## config.mk

```make
export PLATFORM = sky130hd
export DESIGN_NAME = cache_range_seq
export DESIGN_NICKNAME = d
export VERILOG_FILES = /design/src/rtl/cmseq_pkg.sv /design/src/rtl/cmseq_range.sv /design/src/rtl/cmseq_fmt.sv /design/src/rtl/cache_range_seq.sv
export SDC_FILE = /design/constraint.sdc
export NUM_CORES = 1
export LEC_CHECK = 0
export BUFFER_PORTS_ARGS = -buffer_cell sky130_fd_sc_hd__clkbuf_2
export CAP_MARGIN = 0
export CORE_MARGIN = 2
export CORE_UTILIZATION = 50
export CTS_CLUSTER_DIAMETER = 40
export DETAILED_ROUTE_END_ITERATION = 6
export HOLD_SLACK_MARGIN = 0.1
export PLACE_DENSITY_LB_ADDON = 0.2
export SLEW_MARGIN = 20
export SYNTH_ARGS = -nofsm -noshare
export SYNTH_HDL_FRONTEND = slang
export SYNTH_SLANG_ARGS = --single-unit
```

## constraint.sdc

```tcl
create_clock -name clk -period 3.1 [get_ports clk]
set_input_delay 0.31 -clock clk [delete_from_list [all_inputs] [get_ports clk]]
set_output_delay 0.31 -clock clk [all_outputs]
set_load 0.01 [all_outputs]
```

## src/rtl/cmseq_pkg.sv

```systemverilog
package cmseq_pkg;

    localparam int ADDR_W = 32;
    localparam int VBITS  = 5;

    localparam logic [2:0] OP_INV    = 3'd1;
    localparam logic [2:0] OP_WB     = 3'd2;
    localparam logic [2:0] OP_WBINV  = 3'd3;
    localparam logic [2:0] OP_ICINV  = 3'd4;

    typedef enum logic [1:0] {
        CK_DC_INV = 2'd0,
        CK_DC_WB  = 2'd1,
        CK_IC_INV = 2'd2
    } cmd_kind_e;

    typedef enum logic [2:0] {
        S_IDLE, S_MODE_SET, S_TAG, S_LOOP, S_WAIT, S_MODE_CLR, S_DONE
    } seq_state_e;

    typedef struct packed {
        logic [ADDR_W-1:0] pa;
        logic [ADDR_W-1:0] va;
    } addr_pair_t;

    function automatic cmd_kind_e kind_of(input logic [2:0] op);
        if (op == OP_ICINV) return CK_IC_INV;
        if (op[0])          return CK_DC_INV;
        return CK_DC_WB;
    endfunction

    function automatic logic op_legal(input logic [2:0] op);
        return (op >= OP_INV) && (op <= OP_ICINV);
    endfunction

    function automatic logic op_flushes(input logic [2:0] op);
        return (op == OP_WB) || (op == OP_WBINV);
    endfunction

endpackage

```

## src/rtl/cmseq_range.sv

```systemverilog
module cmseq_range
    import cmseq_pkg::*;
#(
    parameter int LINE_BYTES = 64,
    parameter int PAGE_BYTES = 8192,
    localparam int LB    = $clog2(LINE_BYTES),
    localparam int PB    = $clog2(PAGE_BYTES),
    localparam int CNT_W = ADDR_W + 2 - LB
) (
    input  logic [ADDR_W-1:0] pa,
    input  logic [ADDR_W-1:0] va,
    input  logic [ADDR_W-1:0] len,
    output addr_pair_t        aligned,
    output logic [CNT_W-1:0]  lines,
    output logic              full_page,
    output logic              empty
);

    logic [ADDR_W:0]   adj_len;
    logic [ADDR_W+1:0] rounded;
    logic              unused_va_lo;

    // Offset within the first line widens the span before rounding up.
    assign adj_len = {1'b0, len} + {{(ADDR_W+1-LB){1'b0}}, pa[LB-1:0]};
    assign rounded = {1'b0, adj_len} + (ADDR_W+2)'(LINE_BYTES - 1);
    assign lines   = rounded[ADDR_W+1:LB];

    assign aligned.pa = {pa[ADDR_W-1:LB], {LB{1'b0}}};
    assign aligned.va = {va[ADDR_W-1:LB], {LB{1'b0}}};

    assign full_page = (len == ADDR_W'(PAGE_BYTES)) && (pa[PB-1:0] == '0);
    assign empty     = (len == '0);

    assign unused_va_lo = ^va[LB-1:0];

endmodule

```

## src/rtl/cmseq_fmt.sv

```systemverilog
module cmseq_fmt
    import cmseq_pkg::*;
#(
    parameter bit TAG_MODE = 1'b0
) (
    input  addr_pair_t        cur,
    input  logic [VBITS-1:0]  vbits,
    output logic [ADDR_W-1:0] cmd_word,
    output logic [ADDR_W-1:0] tag_word
);

    generate
        if (TAG_MODE) begin : g_split
            logic [VBITS-1:0] unused_vbits;
            assign unused_vbits = vbits;
            assign cmd_word = cur.va;
            assign tag_word = cur.pa;
        end else begin : g_packed
            logic unused_va;
            assign unused_va = ^cur.va;
            // Line offset bits are free once the address is line-aligned.
            assign cmd_word = cur.pa | {{(ADDR_W-VBITS){1'b0}}, vbits};
            assign tag_word = '0;
        end
    endgenerate

endmodule

```

## src/rtl/cache_range_seq.sv

```systemverilog
module cache_range_seq
    import cmseq_pkg::*;
#(
    parameter int LINE_BYTES = 64,
    parameter int PAGE_BYTES = 8192,
    parameter bit TAG_MODE   = 1'b0,
    localparam int PB    = $clog2(PAGE_BYTES),
    localparam int CNT_W = ADDR_W + 2 - $clog2(LINE_BYTES)
) (
    input  logic              clk,
    input  logic              rst,
    input  logic              req_start,
    input  logic [2:0]        req_op,
    input  logic [ADDR_W-1:0] req_paddr,
    input  logic [ADDR_W-1:0] req_vaddr,
    input  logic [ADDR_W-1:0] req_len,
    output logic              busy,
    output logic              done,
    output logic              cmd_valid,
    output logic [1:0]        cmd_kind,
    output logic [ADDR_W-1:0] cmd_data,
    output logic              tag_valid,
    output logic [ADDR_W-1:0] tag_data,
    output logic              ctrl_wr_valid,
    output logic              ctrl_inv_mode,
    input  logic              flush_busy
);

    seq_state_e        state_q, state_d;
    logic [2:0]        op_q;
    addr_pair_t        cur_q;
    logic [CNT_W-1:0]  remain_q;
    logic              full_q;
    logic [VBITS-1:0]  vbits_q;

    addr_pair_t        rng_aligned;
    logic [CNT_W-1:0]  rng_lines;
    logic              rng_full, rng_empty;
    logic              accept, split_full;

    cmseq_range #(.LINE_BYTES(LINE_BYTES), .PAGE_BYTES(PAGE_BYTES)) u_range (
        .pa(req_paddr), .va(req_vaddr), .len(req_len),
        .aligned(rng_aligned), .lines(rng_lines),
        .full_page(rng_full), .empty(rng_empty)
    );

    cmseq_fmt #(.TAG_MODE(TAG_MODE)) u_fmt (
        .cur(cur_q), .vbits(vbits_q),
        .cmd_word(cmd_data), .tag_word(tag_data)
    );

    assign accept     = (state_q == S_IDLE) && req_start;
    assign split_full = TAG_MODE && full_q;

    always_comb begin
        state_d = state_q;
        unique case (state_q)
            S_IDLE: if (req_start) begin
                if (!op_legal(req_op) || rng_empty) state_d = S_DONE;
                else if (req_op == OP_WBINV)        state_d = S_MODE_SET;
                else if (TAG_MODE && rng_full)      state_d = S_TAG;
                else                                state_d = S_LOOP;
            end
            S_MODE_SET: state_d = split_full ? S_TAG : S_LOOP;
            S_TAG:      state_d = S_LOOP;
            S_LOOP: if (remain_q == CNT_W'(1))
                state_d = op_flushes(op_q) ? S_WAIT : S_DONE;
            S_WAIT: if (!flush_busy)
                state_d = (op_q == OP_WBINV) ? S_MODE_CLR : S_DONE;
            S_MODE_CLR: state_d = S_DONE;
            S_DONE:     state_d = S_IDLE;
            default:    state_d = S_IDLE;
        endcase
    end

    always_ff @(posedge clk) begin
        if (rst) begin
            state_q  <= S_IDLE;
            op_q     <= '0;
            cur_q    <= '0;
            remain_q <= '0;
            full_q   <= 1'b0;
            vbits_q  <= '0;
        end else begin
            state_q <= state_d;
            if (accept) begin
                op_q     <= req_op;
                cur_q    <= rng_aligned;
                remain_q <= rng_lines;
                full_q   <= rng_full;
                vbits_q  <= req_vaddr[PB+VBITS-1:PB];
            end else if (state_q == S_LOOP) begin
                cur_q.pa <= cur_q.pa + ADDR_W'(LINE_BYTES);
                cur_q.va <= cur_q.va + ADDR_W'(LINE_BYTES);
                remain_q <= remain_q - 1'b1;
            end
        end
    end

    assign busy          = (state_q != S_IDLE);
    assign done          = (state_q == S_DONE);
    assign cmd_valid     = (state_q == S_LOOP);
    assign cmd_kind      = kind_of(op_q);
    assign tag_valid     = (state_q == S_TAG) ||
                           (TAG_MODE && (state_q == S_LOOP) && !full_q);
    assign ctrl_wr_valid = (state_q == S_MODE_SET) || (state_q == S_MODE_CLR);
    assign ctrl_inv_mode = (state_q == S_MODE_SET);

    AST_NO_LINE_PAST_END: assert property (@(posedge clk) disable iff (rst)
        cmd_valid |-> remain_q != '0);
    AST_TAG_SINGLE_FULL_PAGE: assert property (@(posedge clk) disable iff (rst)
        (tag_valid && full_q) |=> !tag_valid);
    AST_MODE_ONLY_WBINV: assert property (@(posedge clk) disable iff (rst)
        ctrl_wr_valid |-> op_q == OP_WBINV);
    AST_WAIT_WHILE_FLUSHING: assert property (@(posedge clk) disable iff (rst)
        (state_q == S_WAIT && flush_busy) |=> state_q == S_WAIT);
    AST_DONE_SINGLE_CYCLE: assert property (@(posedge clk) disable iff (rst)
        done |=> !done);
    AST_BUSY_ENDS_AFTER_DONE: assert property (@(posedge clk) disable iff (rst)
        done |=> !busy);
    AST_REQ_HELD_WHILE_BUSY: assert property (@(posedge clk) disable iff (rst)
        busy |=> $stable(op_q));

endmodule

```

==> results.yml, run 1 <==
power_and_ir_drop:
  vdd_drop_max_mv: 0.2739
  p_seq_share_pct: 36.6
  p_clk_share_pct: 20.9
  p_sw_mw: 1.617
  p_comb_share_pct: 42.6
  internal-power_mw: 2.205
  p_leak_nw: 2.196
  sw_frac_of_total_pct: 42.31
  cellPowerDensity_nw_per_um2: 721.8
clock_network:
  cts_hold_buf: 0
  clk_pin_slew_ns: 0.07
  clock_sinks: 65
  htree_levels: 3
  cts-resized-gates: 0
  cts_max_path_buffers: 2
  cts-buffers-inserted: 9
  clk_latency_ns: 0.35
  cts_tree: "done"
  root_buffer: "clkbuf_8"
  post_cts_buffers: 0
finish:
  fillers: 851
  fin_cells: 810
  diodes: 0
  nets: 814
  regArea_um2: 1301
  multiInputGateArea_um2: 2887
  drive_above_1_share_pct: 20.80
  area_delta_synth_final_pct: 16.20
synth:
  yosys_warnings: 0
  yosysTopAreaCell: "dfxtp_1"
  netlist_instances: 594
  syn_area_per_cell_um2: 7.671
  synthAdderAreaFrac_pct: 3.569
  ys.flop_type: "dfxtp_1"
  seq_area_frac_synth_pct: 28.56
  synth_top_family_by_area: "simple AND/OR/NAND/NOR gates"
  synth_edf_count: 0
  ys_top_cells_by_count: "dfxtp_1 (65), nor2_1 (63), nand2_1 (44), xnor2_1 (36), inv_1 (34)"
  synthTopCellsByArea: "dfxtp_1 (29%), xnor2_1 (6.9%), buf_4 (5.4%), a211oi_1 (5.3%), nor2_1 (5.2%)"
  ys_async_sr_fraction_pct: 0
  ys_ff_latch: 65
  muxShareOfSynthArea_pct: 0
  yosysTopAreaCellShare_pct: 28.56
  yosys.cell_types.count: 62
  synth_compound_area_share_pct: 17.44
  yosysMostFrequentCell: "dfxtp_1"
  synth_xor_area_share_pct: 11.92
  netlist_area_um2: 4557
  synth-simple-area-share_pct: 27.62
global_route:
  grt_pass1_wl_mm: 19.87
  grt-ovfl-total: 0
  grt_max_degree: 50
  grt_pass1_vias: 4132
  antenna_found_initial: 0
  grtUsageTotal_pct: 24.53
placement:
  gp_congestion: 0.8340
  place_hpwl_mm: 9.009
  placed_cells: 795
  port_buffers: 114
sta:
  fin_crit_sh_pct: 78.04
  fin_skew_ns: 0.01042
  tns_ns: 0
  setup_viol: 0
  fmax_ghz: 0.4133
  tightestPinTransition_ns: 0.8383
  slew_viol_final: 0
  rsz0062_at_grt: "no"
  hold_slack_ns: 0.1784
  timing.slew.headroom_pct: 44.11
  final_hold_viol_count: 0
  fin_crit_ns: 2.419
routing:
  ant_nets: 0
  viasPerCell: 5.630
  routed_wl_mm: 11.92
  drc: 0
  drt_iter0_markers: 338
  wl_per_cell_um: 14.72
  firstDrtPassIters: 5
  route.vias.total: 4560
worst_setup_path:
  r2r-end: "remain_q[21]$_SDFFE_PP0P_"
  reg2reg_depth: 8
  arrival_ns: 2.63
  crit_fanout: 13
  path_class: "reg2reg"
  cpPeakStageDelay_ns: 0.57
  critPathBufInv: 2
  r2r_start: "state_q[0]$_SDFFE_PP0P_"
  worstSetupEndpointType: "flip-flop"
  worstPathRequired_ns: 3.31
  path_cells: "nand3b_1 -> clkinv_1 -> buf_4 -> and2_1 -> nand2_1 -> nor4_1 -> xnor2_1 -> o22ai_1"
  cp-start-kind: "flip-flop"
  cp_top_family: "simple AND/OR/NAND/NOR gates"
  crit_slowest_cell: "dfxtp_1"
  r2r_slack_ns: 0.68
worst_hold_path:
  min_from: "req_vaddr[16]"
  whs_endpoint: "vbits_q[3]$_SDFFE_PP0P_"
  hold_depth: 3
  min_path_type: "in2reg"
floorplanning:
  core_um2: 8763
  start_util_pct: 52.00
  num_io_pins: 175
  die_w_um: 99.47
  num_rows: 34
  die_h_um: 99.47
  die_area_um2: 9893
flow_run:
  drv_cap: 0
status:
  status: "completed"
[tightest hold or removal path: cells and delay by family]
family | cells | cell delay, ns
buffers and inverters | 1 | 0.08
AND/OR/NAND/NOR | 1 | 0.04
AO/OA/AOI/OAI | 1 | 0.05
[cell usage in the layout, fill, tap and decap left out, types with 4 or more instances in the layout]
cell,instances
o21ai_0,15
nor4_1,20
ha_1,13
or3_1,12
nand2b_1,6
inv_1,34
a21oi_1,33
buf_4,8
a211oi_1,32
xor2_1,26
nand3_1,21
nand4_1,13
a311oi_1,6
nand2_1,43
and3_1,4
xnor2_1,36
clkbuf_2,114
dfxtp_1,65
and4_1,5
nor3_1,24
conb_1,33
nor2_1,63
clkbuf_8,10
o22ai_1,6
[power by group through the flow]
stage	registers, mW	logic (mW)	clock network, mW
floorplan	1.37	1.16	0
global placement	1.39	1.57	0
detailed placement	1.41	1.61	0
CTS	1.39	1.63	0.811
global route	1.44	1.83	0.848
finish	1.40	1.63	0.797
[worst max-delay path by stage]
| stage | slack, ns | startpoint | end | cells past startpoint |
|---|---|---|---|---|
| after global routing | 0.43 | req_len[2] | remain_q[17]$_SDFFE_PP0P_ | 10 |
| after detailed placement | 0.34 | req_len[2] | remain_q[17]$_SDFFE_PP0P_ | 10 |
| after global placement | 0.47 | req_len[2] | remain_q[17]$_SDFFE_PP0P_ | 10 |
| after CTS | 0.71 | state_q[1]$_SDFFE_PP0P_ | remain_q[21]$_SDFFE_PP0P_ | 8 |
| after floorplan | 0.75 | req_paddr[2] | remain_q[16]$_SDFFE_PP0P_ | 11 |
| final | 0.68 | state_q[0]$_SDFFE_PP0P_ | remain_q[21]$_SDFFE_PP0P_ | 8 |
[final cells by class]
cell class,instances,area share (%)
inverter,35,2.481
clock inverter,3,1.229
clock buffer,12,2.741
tap,108,2.552
multi-input combinational,465,54.51
timing repair buffer,122,11.91
sequential,65,24.57
[registers in the layout, summed over array words and instances, names as in the netlist]
signal / count
state_q: 3
op_q: 3
vbits_q: 5
cur_q: 26
remain_q: 28
[routing by layer]
layer	wire (um)	GRT usage [%]	vias up
met5	0	0	-
met2	5374	39.45	190
met1	5488	34.16	2093
met3	943	4.427	10
li1	-	-	2267
met4	114	6.217	0
[through the flow]
stage | area [um2] | worst slack, ns | total power, mW | utilization, %
floorplan | 4677 | 0.7459 | 2.529 | -
global placement | 5085 | 0.4703 | 2.958 | 58.02
detailed placement | 5085 | 0.3426 | 3.014 | 58.02
CTS | 5295 | 0.7130 | 3.826 | 60.42
global route | 5295 | 0.4339 | 4.116 | 60.42
finish | 5295 | 0.6806 | 3.822 | 60.42
[cells by family (layout without fill, tap and decap cells)]
group,Yosys count,in the layout
simple gates,238,238
other cells,1,33
compound gates,119,119
buf+inv,96,172
xor+xnor,62,62
fa+ha+maj,13,13
flops,65,65
Note: power is estimated with default switching activity, not from simulation.
==> run 2: changes to the inputs <==
--- a/config.mk
+++ b/config.mk
@@ -8,7 +8,7 @@
 export BUFFER_PORTS_ARGS = -buffer_cell sky130_fd_sc_hd__clkbuf_2
 export CAP_MARGIN = 0
 export CORE_MARGIN = 2
-export CORE_UTILIZATION = 50
+export CORE_UTILIZATION = 45
 export CTS_CLUSTER_DIAMETER = 40
 export DETAILED_ROUTE_END_ITERATION = 6
 export HOLD_SLACK_MARGIN = 0.1
==> constraint.sdc (replaced) <==
create_clock -name clk -period 2.1 [get_ports clk]
set_input_delay 0.21 -clock clk [delete_from_list [all_inputs] [get_ports clk]]
set_output_delay 0.21 -clock clk [all_outputs]
set_load 0.01 [all_outputs]
==> results.yml, run 2 (synthesized netlist as in run 1, its figures left out) <==
status:
  status: "completed"
worst_setup_path:
  path_class: "in2reg"
  arrival_ns: 2.27
  worstPathRequired_ns: 2.33
  worstSetupEndpointType: "flip-flop"
  critPathBufInv: 4
  path_cells: "clkbuf_2 -> inv_8 -> ha_4 -> inv_2 -> ha_4 -> o211ai_1 -> buf_4 -> o211a_4 -> or3_4 -> o21a_1 -> o31a_1"
  cpPeakStageDelay_ns: 0.41
  crit_fanout: 4
  crit_slowest_cell: "or3_4"
  cp_top_family: "compound AO/OA/AOI/OAI gates"
  cp-start-kind: "input pin"
  crit_top_cell: "ha_4"
sta:
  final_hold_viol_count: 0
  slew_viol_final: 0
  fmax_ghz: 0.4909
  fin_crit_sh_pct: 97.01
  rsz0062_at_grt: "yes"
  fin_crit_ns: 2.037
  hold_slack_ns: 0.1217
  fin_skew_ns: 0.006556
  setup_viol: 0
clock_network:
  clk_latency_ns: 0.35
  clock_sinks: 65
  htree_levels: 3
  cts_tree: "done"
  clk_pin_slew_ns: 0.07
  root_buffer: "clkbuf_8"
  cts_max_path_buffers: 2
  cts-buffers-inserted: 9
finish:
  fillers: 909
  largest_register_ff_count: 28
  top_regs: "remain_q (28), cur_q (26), vbits_q (5)"
  final_common_cell: "clkbuf_2"
  final_cell_mix: "clkbuf_2 (114), nor2_1 (63), dfxtp_1 (63), buf_4 (55), nand2_1 (43)"
  diodes: 0
  area_delta_synth_final_pct: 31.05
  nets: 871
  regMostFlops: "remain_q"
  drive_above_1_share_pct: 29.74
  fin_cells: 893
routing:
  drc: 0
  firstDrtPassIters: 5
  dr_wl_met3_um: 641
  wl_met1_mm: 5.679
  route.vias.total: 4736
  ant_nets: 0
  routed_wl_mm: 12.40
  drt_iter0_markers: 256
  viasPerCell: 5.303
  wl_per_cell_um: 13.88
  top_layer: "met4"
  wl_met2_mm: 5.842
worst_hold_path:
  min_path_type: "in2reg"
floorplanning:
  core_um2: 9819
  start_util_pct: 46.41
  die_h_um: 104.6
  die_w_um: 104.6
  die_area_um2: 10950
  num_io_pins: 175
  num_rows: 36
global_route:
  grt_pass1_wl_mm: 20.40
  grt_max_degree: 50
  grt_pass1_vias: 4495
  grt-ovfl-total: 0
  antenna_found_initial: 0
  grtUsageTotal_pct: 22.43
placement:
  placed_cells: 867
  gp_congestion: 0.8759
  port_buffers: 114
  place_hpwl_mm: 9.514
power_and_ir_drop:
  p_leak_nw: 2.482
  cellPowerDensity_nw_per_um2: 1005
  power_mw: 6.001
  vdd_drop_max_mv: 0.5054
flow_run:
  drv_cap: 0
run 2: cell count changes in the layout (fill, tap and decap cells not counted), sizes merged:
cell	previous run	this run
buf	8	57
clkinv	2	1
bufinv	2	1
clkbuf	126	129
dlygate4sd3	0	8
run 2: final cells by class:
| cell class | count | area [um2] | area share, % |
|---|---|---|---|
| Inverter | 35 | 148.9 | 2.493 |
| Sequential cell | 65 | 1304 | 21.83 |
| Multi-Input combinational cell | 465 | 3023 | 50.62 |
| Clock buffer | 15 | 196.4 | 3.289 |
| Clock inverter | 1 | 30.03 | 0.5028 |
| Timing Repair Buffer | 179 | 1104 | 18.48 |
| Tap cell | 133 | 166.4 | 2.787 |
run 2: worst register-to-register path, delay by kind of cell, from the launching register on:
family / cells / cell delay, ns
and+or+nand+nor: 5 / 1.31
DFF: 1 / 0.36
AOI/OAI and AO/OA: 1 / 0.27
run 2: final timing paths:
| path | startpoint | cells past startpoint | end | slack (ns) |
|---|---|---|---|---|
| setup / recovery | req_paddr[5] | 11 | remain_q[7]$_SDFFE_PP0P_ | 0.06 |
| hold / removal | req_op[2] | 3 | op_q[2]$_SDFFE_PP0P_ | 0.12 |
| setup reg to reg | cur_q[54]$_SDFFE_PP0P_ | 6 | cur_q[62]$_SDFFE_PP0P_ | 0.07 |
| hold reg to reg | vbits_q[0]$_SDFFE_PP0P_ | 2 | vbits_q[0]$_SDFFE_PP0P_ | 0.46 |
run 2: through the flow:
stage / util, % / TNS, ns / instance area [um2] / worst slack, ns
2_1_floorplan: - / -0.05727 / 4825 / -0.03105
3_3_place_gp: 57.25 / -4.735 / 5622 / -0.2664
3_5_place_dp: 57.25 / -5.742 / 5622 / -0.3192
4_1_cts: 60.44 / 0 / 5934 / 0.05848
5_1_grt: 60.82 / -0.03749 / 5972 / -0.03457
6_report: 60.82 / 0 / 5972 / 0.06289
run 2: power by group:
part           total (mW)  switching [mW]  leakage [nW]  internal [mW]
registers            2.00           0.386         0.535           1.61
clock network        1.18           0.472         0.116          0.712
logic                2.82            1.60          1.83           1.21
total                6.00            2.46          2.48           3.54
run 2: layer usage:
metal  vias up  GRT usage [%]
li1       2370              -
met2       173          36.88
met3        23          4.492
met1      2170          29.34
met5         -              0
met4         0          7.714
run 2: what timing repair did:
action,CTS,global route
gates resized for setup,1,7
hold buffers,8,0
endpoints found under the hold margin,8,0
pin swaps,0,3
setup buffers,0,2
endpoints found under the setup margin,1,9
cloned,0,0
==> run 3: changes to the inputs <==
--- a/config.mk
+++ b/config.mk
@@ -13,6 +13,7 @@
 export DETAILED_ROUTE_END_ITERATION = 6
 export HOLD_SLACK_MARGIN = 0.1
 export PLACE_DENSITY_LB_ADDON = 0.2
+export SETUP_SLACK_MARGIN = 0.3
 export SLEW_MARGIN = 20
 export SYNTH_ARGS = -nofsm -noshare
 export SYNTH_HDL_FRONTEND = slang
==> results.yml, run 3 (synthesized netlist as in run 1, its figures left out) <==
worst_setup_path:
  cp_top_family: "adder cells"
  worst_setup_path_startpoint: "req_len[5]"
  worstPathRequired_ns: 2.33
  path_cells: "buf_8 -> inv_6 -> ha_4 -> inv_2 -> ha_4 -> o211ai_1 -> or3_4 -> buf_6 -> clkbuf_16 -> a21boi_2 -> xnor2_1 -> a21oi_1"
  r2r_slack_ns: 0.19
  cp-start-kind: "input pin"
  worstSetupEndpointType: "flip-flop"
  crit_slowest_cell: "or3_4"
  path_class: "in2reg"
  arrival_ns: 2.23
  r2r_start: "cur_q[52]$_SDFFE_PP0P_"
  crit_top_cell: "ha_4"
  critPathBufInv: 5
  cpPeakStageDelay_ns: 0.50
  crit_fanout: 8
sta:
  fin_crit_ns: 1.998
  fin_ws_ns: 0.1023
  fmax_ghz: 0.5006
  hold_slack_ns: 0.1080
  fin_crit_sh_pct: 95.13
  setup_viol: 0
  slew_viol_final: 0
  fin_skew_ns: 0.01227
  rsz0062_at_grt: "yes"
  final_hold_viol_count: 0
clock_network:
  htree_levels: 3
  cts_max_path_buffers: 2
  clk_latency_ns: 0.36
  root_buffer: "clkbuf_8"
  cts_tree: "done"
  clk_pin_slew_ns: 0.08
  cts-buffers-inserted: 9
  clock_sinks: 65
finish:
  final_cell_mix: "clkbuf_2 (100), buf_4 (72), nor2_1 (60), dfxtp_1 (50), nand2_1 (41)"
  fillers: 751
  regMostFlops: "remain_q"
  area_delta_synth_final_pct: 53.62
  final_common_cell: "clkbuf_2"
  nets: 902
  multiInputGateArea_um2: 3617
  largest_register_ff_count: 28
  diodes: 0
  drive_above_1_share_pct: 42.98
  utilization_pct: 71.29
  regArea_um2: 1328
  top_regs: "remain_q (28), cur_q (26), vbits_q (5)"
floorplanning:
  die_h_um: 104.6
  die_area_um2: 10950
  core_um2: 9819
  num_io_pins: 175
  die_w_um: 104.6
  start_util_pct: 46.41
  num_rows: 36
power_and_ir_drop:
  p_leak_nw: 2.787
  cellPowerDensity_nw_per_um2: 983.0
  vdd_drop_max_mv: 0.5032
global_route:
  grt-ovfl-total: 0
  grtUsageTotal_pct: 23.85
  antenna_found_initial: 0
  grt_pass1_vias: 4588
  grt_max_degree: 54
  grt_pass1_wl_mm: 21.55
placement:
  port_buffers: 114
  place_hpwl_mm: 9.726
  pre_cts_ws_ns: -0.3329
  gp_congestion: 0.8682
routing:
  route.vias.total: 5053
  drt_iter0_markers: 376
  viasPerCell: 5.469
  routed_wl_mm: 14.60
  ant_nets: 0
  firstDrtPassIters: 5
  wl_per_cell_um: 15.80
  drc: 0
worst_hold_path:
  min_from: "req_paddr[14]"
  min_path_type: "in2reg"
status:
  status: "completed"
flow_run:
  drv_cap: 0
## run 3: repair_timing
action                                  CTS  global route
pin swaps                                30            55
setup buffers                            13            17
resized for setup                        51           102
endpoints found under the setup margin   36            46
hold endpoints to repair                 11             0
cloned                                    0             1
hold buffers                             11             0
## run 3: path summary, 6_finish.rpt
kind | depth (start not counted) | to
worst min-delay path | 3 | cur_q[46]$_SDFFE_PP0P_
worst min register to register | 2 | vbits_q[2]$_SDFFE_PP0P_
worst max-delay path | 12 | remain_q[4]$_SDFFE_PP0P_
worst max register to register | 6 | cur_q[62]$_SDFFE_PP0P_
## run 3: stage by stage
stage | instance area, um2 | total power [mW] | std cells | TNS (ns)
2_1_floorplan | 4880 | 3.790 | 626 | -0.06064
3_3_place_gp | 5644 | 4.711 | 866 | -4.349
3_5_place_dp | 5644 | 4.771 | 866 | -5.708
4_1_cts | 6347 | 6.302 | 906 | 0
5_1_grt | 7000 | 7.310 | 924 | 0
6_report | 7000 | 6.881 | 924 | 0
## run 3: cell type report
type	count	share of cell area, %
Sequential cell	65	18.96
Timing Repair Buffer	210	21.54
Clock buffer	10	1.966
Tap cell	133	2.377
Inverter	35	2.198
Multi-Input combinational cell	465	51.67
Clock inverter	6	1.287
## run 3: worst reg2reg max path, delay by kind of cell, from the launching register on
| kind | cells | cell delay, ns |
|---|---|---|
| compound gates | 1 | 0.24 |
| simple gates | 5 | 1.23 |
| flops | 1 | 0.36 |
## run 3: power by group
| group | leakage, nW | internal, mW | switching [mW] |
|---|---|---|---|
| registers | 0.541 | 1.64 | 0.476 |
| clock network | 0.113 | 0.704 | 0.521 |
| logic | 2.13 | 1.60 | 1.94 |
## run 3: routing by layer
metal,up-vias,wire length [um],global-route usage [%]
met4,0,213,7.333
li1,2436,-,-
met2,187,7329,41.36
met5,-,0,0
met1,2414,6306,30.75
met3,16,746,3.182
